[src/rtl/hs_clk_switch.sv]
module hs_clk_switch (
  input  logic       clk,
  input  logic       rst_n,
  input  logic       sel_req,
  input  logic       pd_wr,
  input  logic       pd_wdata,
  input  logic       xo_stable,
  input  logic       rc_stable,
  input  logic       cal_done,
  input  logic       lp_cal_busy,
  input  logic       lpm_req,
  input  logic [1:0] lpm_lvl,
  input  logic       wake,
  output logic       sys_src,
  output logic       switch_busy,
  output logic       pd_state,
  output logic       xo_en,
  output logic       rc_en,
  output logic       cal_start,
  output logic       rc_cal_ok,
  output logic       lpm_ack,
  output logic       lp_active
);

  logic       tgt, pend, pd, pd_hold, cal_arm, cal_busy, lp_act;
  logic [1:0] lp_lvl;

  wire blocked  = cal_busy | cal_arm | lp_cal_busy;
  wire cur_ok   = sys_src ? rc_stable : xo_stable;
  wire tgt_ok   = tgt ? rc_stable : xo_stable;
  wire accept   = !lp_act && !pend && (sel_req != tgt) && !(sel_req && blocked);
  wire swap     = pend && tgt_ok;
  wire pd_ok    = pd_hold && !pend && cur_ok && !(!sys_src && blocked);
  wire cal_go   = cal_arm && !cal_busy && !pend && !sys_src && xo_stable && !lp_act;
  wire grant    = lpm_req && !lp_act && !pend && !blocked && (lpm_lvl != 2'd0);
  wire wake_hit = wake && lp_act;

  always_ff @(posedge clk or negedge rst_n) begin
    if (!rst_n) begin
      sys_src   <= 1'b1;
      tgt       <= 1'b1;
      pend      <= 1'b0;
      pd        <= 1'b1;
      pd_hold   <= 1'b0;
      cal_arm   <= 1'b0;
      cal_busy  <= 1'b0;
      cal_start <= 1'b0;
      rc_cal_ok <= 1'b0;
      lp_act    <= 1'b0;
      lp_lvl    <= 2'd0;
      lpm_ack   <= 1'b0;
    end else begin
      cal_start <= cal_go;
      lpm_ack   <= grant;

      if (accept) begin
        tgt  <= sel_req;
        pend <= 1'b1;
      end else if (swap) begin
        sys_src <= tgt;
        pend    <= 1'b0;
      end

      if (accept) begin
        pd      <= 1'b0;
        pd_hold <= 1'b0;
      end else if (pd_wr && !pd_wdata) begin
        pd      <= 1'b0;
        pd_hold <= 1'b0;
      end else if (pd_wr) begin
        pd_hold <= 1'b1;
      end else if (pd_ok) begin
        pd      <= 1'b1;
        pd_hold <= 1'b0;
      end

      if (accept && !sel_req) begin
        cal_arm <= 1'b1;
      end else if (wake_hit && !sys_src) begin
        cal_arm <= 1'b1;
      end else if (cal_go) begin
        cal_arm <= 1'b0;
      end

      if (cal_go) begin
        cal_busy <= 1'b1;
      end else if (cal_busy && cal_done) begin
        cal_busy <= 1'b0;
      end

      if (cal_busy && cal_done) begin
        rc_cal_ok <= 1'b1;
      end else if (wake_hit && lp_lvl >= 2'd2) begin
        rc_cal_ok <= 1'b0;
      end

      if (grant) begin
        lp_act <= 1'b1;
        lp_lvl <= lpm_lvl;
      end else if (wake_hit) begin
        lp_act <= 1'b0;
      end
    end
  end

  assign switch_busy = pend;
  assign pd_state    = pd;
  assign lp_active   = lp_act;
  assign xo_en       = !lp_act && (!pd || !sys_src || !tgt);
  assign rc_en       = !lp_act && (!pd || sys_src || tgt);

  AST_SWAP_RC_STABLE: assert property (@(posedge clk) disable iff (!rst_n)
    $rose(sys_src) |-> $past(rc_stable));
  AST_SWAP_XO_STABLE: assert property (@(posedge clk) disable iff (!rst_n)
    $fell(sys_src) |-> $past(xo_stable));
  AST_TARGET_HELD: assert property (@(posedge clk) disable iff (!rst_n)
    $past(pend) |-> (tgt == $past(tgt)));
  AST_PD_ONE_OSC: assert property (@(posedge clk) disable iff (!rst_n)
    (pd_state && !lp_active) |-> (xo_en != rc_en));
  AST_PD_SET_STABLE: assert property (@(posedge clk) disable iff (!rst_n)
    $rose(pd_state) |-> $past(sys_src ? rc_stable : xo_stable));
  AST_TOGGLE_CLEARS_PD: assert property (@(posedge clk) disable iff (!rst_n)
    $rose(switch_busy) |-> !pd_state);
  AST_CAL_ONE_CYCLE: assert property (@(posedge clk) disable iff (!rst_n)
    cal_start |=> !cal_start);
  AST_RC_LOCKOUT: assert property (@(posedge clk) disable iff (!rst_n)
    $rose(tgt) |-> $past(!cal_busy && !cal_arm && !lp_cal_busy));
  AST_LPM_LOCKOUT: assert property (@(posedge clk) disable iff (!rst_n)
    lpm_ack |-> $past(!cal_busy && !lp_cal_busy && lpm_lvl != 2'd0));

endmodule

[config.mk]
export PLATFORM = sky130hd
export DESIGN_NAME = hs_clk_switch
export DESIGN_NICKNAME = d
export VERILOG_FILES = /design/src/rtl/hs_clk_switch.sv
export SDC_FILE = /design/constraint.sdc
export NUM_CORES = 1
export LEC_CHECK = 0
export BUFFER_PORTS_ARGS = -buffer_cell sky130_fd_sc_hd__buf_2
export CAP_MARGIN = 20
export CORE_AREA = 2 2 39 41
export DETAILED_ROUTE_END_ITERATION = 8
export DIE_AREA = 0 0 41 43
export PLACE_DENSITY_LB_ADDON = 0.25
export SETUP_SLACK_MARGIN = 0.4
export SYNTH_ARGS = -nofsm -noshare
export SYNTH_HDL_FRONTEND = slang
export SYNTH_SLANG_ARGS = --single-unit
[constraint.sdc]
create_clock -name clk -period 1.95 [get_ports clk]
set_input_delay 0.2925 -clock clk [delete_from_list [all_inputs] [get_ports clk]]
set_output_delay 0.2925 -clock clk [all_outputs]
set_load 0.005 [all_outputs]
==> impl_metrics.csv <==
group,metric,value,unit
run_status,status,"complete, no violations",
clock_tree,clockBufferDepth,2,
floorplan,ios,22,
floorplan,core_area,0.00138,mm²
setup_path,critPathRequiredTime,1660,ps
timing,tightestPinTransition,269,ps
clock_tree,cts_tree,"done",
timing,timing.final.crit_period,1490,ps
routing,drt_iter0_markers,7,
run,drv_cap,0,
setup_path,r2r_cells,3,
placement,dp_hpwl,946,µm
timing,rsz0062_at_grt,"no",
synth,synthMuxAreaShare,1.72,%
synth,synth_seq_cells,12,
setup_path,cp-end-kind,"output pin",
timing,period_share,76.4,%
setup_path,cp_max_fo,3,
clock_tree,clkLatencyLatePin,260,ps
routing,drt-pass1-iter-count,4,
synth,yosys.area_share.adder,0,%
cells_and_area,mostFrequentLayoutCells,"21 x buf_2, 9 x dfrtp_1, 5 x nor2_1, 4 x inv_1",
cells_and_area,drive_above_1_share,42.5,%
timing,setup_ws,460,ps
cells_and_area,final_common_cell,"buf_2",
timing,whs,220,ps
synth,synth_top_family_by_area,"simple AND/OR/NAND/NOR gates",
clock_tree,clockRootBuffer,"clkbuf_4",
timing,setup_violations,0,
synth,synth-simple-area-share,21.2,%
synth,yosys_most_used_dff,"dfrtp_1",
clock_tree,clock-sinks,12,
synth,syn_area_per_cell,10.6,µm²
timing,finClkSkew,2.31,ps
synth,synth_compound_area_share,19.5,%
synth,synthXorXnorAreaFrac,1.50,%
routing,drc,0,
setup_path,critPathSlowestCell,"dfstp_2",
setup_path,path_cells,"inv_2 > o31a_1 > buf_2",
pwr,peakVddDrop,492,µV
floorplan,rows,14,
timing,finalMaxSlewViolations,0,
timing,timing.max_slew.rel_slack,82.1,%
synth,synthArstFlopShare,100,%
synth,synth-edff-count,0,
setup_path,start_kind,"flip-flop",
routing,avgViaCountPerCell,5.30,
placement,io_buffers,21,
placement,gp_congestion,0.758,
synth,synthDistinctLibCells,30,
grt,grt_pass1_wl,1840,µm
grt,grt.total_usage,15.8,%
hold_path,hold_path_class,"in2reg",
placement,dpl_worst_slack,520,ps
cells_and_area,instances_no_fill,96,
routing,ant_nets,0,
synth,synthCells,55,
setup_path,critPathKind,"reg2out",
cells_and_area,n_fill_cell,137,
synth,synth_area,583,µm²
routing,vias,509,
routing,wl_per_cell,12.6,µm
grt,antenna_found_initial,0,
cells_and_area,diodes,0,
clock_tree,post_cts_buffers,0,
setup_path,arrival,1200,ps
cells_and_area,nets,94,
timing,hold_viol,0,
floorplan,fp.dieW,41,µm
routing,wl,1210,µm
clock_tree,cts_buffers,3,
floorplan,die_area,0.00176,mm²
synth,synth_warnings,0,
floorplan,die_h,43,µm
timing,fmax,671,MHz
clock_tree,h-tree-depth,1,
cells_and_area,post-route-util,53.5,%
timing,fin_tns_setup,0,ps
placement,placedCellCount,91,
hold_path,whs_path_depth,2,
cells_and_area,area_delta_synth_final,27.0,%
synth,yosysSeqAreaShare,52.1,%
grt,grt_overflow_total,0,
grt,grt_pass1_vias,450,
clock_tree,cts.clk_slew.worst_paths,70,ps
grt,grt_max_degree,13,
floorplan,start_util,42.1,%
synth,synth_nets,68,
setup_path,max_stage_delay,540,ps
pwr,leakagePower,0.000351,µW
pwr,power.density,1250,mW/mm²
==> final cells by class <==
| type | instances | area, µm² | area share (%) |
|---|---|---|---|
| inverter | 5 | 18.8 | 2.53 |
| tap | 16 | 20.0 | 2.70 |
| sequential | 12 | 304 | 41.0 |
| timing repair buffer | 22 | 115 | 15.5 |
| multi-input combinational | 37 | 256 | 34.6 |
| clock buffer | 4 | 26.3 | 3.55 |
==> per-stage QoR <==
| step | area, µm² | power (µW) |
|---|---|---|
| 4_1_cts | 741 | 934 |
| 3_5_place_dp | 704 | 771 |
| 2_1_floorplan | 583 | 653 |
| 3_3_place_gp | 704 | 768 |
| 6_report | 741 | 922 |
| 5_1_grt | 741 | 1000 |
==> report_power, final <==
| group | total, µW | switching [µW] | internal (µW) |
|---|---|---|---|
| Clock | 153 | 73.9 | 78.9 |
| Sequential | 450 | 99.7 | 350 |
| Combinational | 320 | 142 | 179 |
| Total | 922 | 315 | 607 |
==> flip-flops by register name, summed over array words and instances, names as in the netlist <==
| signal | flops |
|---|---|
| tgt | 1 |
| lp_lvl | 1 |
| cal_busy | 1 |
| rc_cal_ok | 1 |
| cal_arm | 1 |
| lpm_ack | 1 |
| lp_active | 1 |
| cal_start | 1 |
| sys_src | 1 |
| pd_hold | 1 |
| pd_state | 1 |
| switch_busy | 1 |
==> path summary, 6_finish.rpt <==
check	from	to	slack (ps)
worst max-delay path	pd_state	rc_en	460
worst min-delay path	cal_done	cal_busy	220
min in group asynchronous	rst_n	cal_start	430
worst max register to register	cal_arm	pd_hold	510
max in group asynchronous	rst_n	pd_state	1240
worst min register to register	rc_cal_ok	rc_cal_ok	490
==> kinds of logic after synthesis <==
family	after synthesis
buffers and inverters	6
xor gates and xnor gates	1
muxes	1
and+or+nand+nor	21
AOI/OAI and AO/OA	14
DFF	12
==> repair_timing <==
action / in CTS / in global routing
pin swaps: 0 / 1
hold buffers: 1 / 0
endpoints found under the hold margin: 9 / 0
setup endpoints to repair: 1 / 1
resized for setup: 1 / 0
==> synth_stat cells, drive strengths merged (2+ instances only) <==
master | number | area share, %
nor2b | 2 | 2.1
or2 | 2 | 2.1
nand2 | 2 | 1.3
nand3 | 2 | 1.7
dfstp | 3 | 14
dfrtp | 9 | 39
inv | 5 | 3.2
nor3b | 2 | 2.6
nor2 | 5 | 3.2
nand4 | 2 | 2.1
a21oi | 2 | 1.7
==> worst max-delay path, delay by kind of cell, from the launching register on <==
kind	cells	cell delay [ps]
buffers and inverters	2	160
DFF	1	540
AOI/OAI and AO/OA	1	230
==> routing by layer <==
metal | global-route usage (%) | share of wire (%) | up-vias
met3 | 3.66 | 7.1 | 2
met1 | 20.2 | 46 | 233
met2 | 23.4 | 46 | 19
met4 | 8.67 | 0.66 | 0
li1 | - | - | 255
met5 | 0 | 0 | -
(Power assumes the default switching activity.)
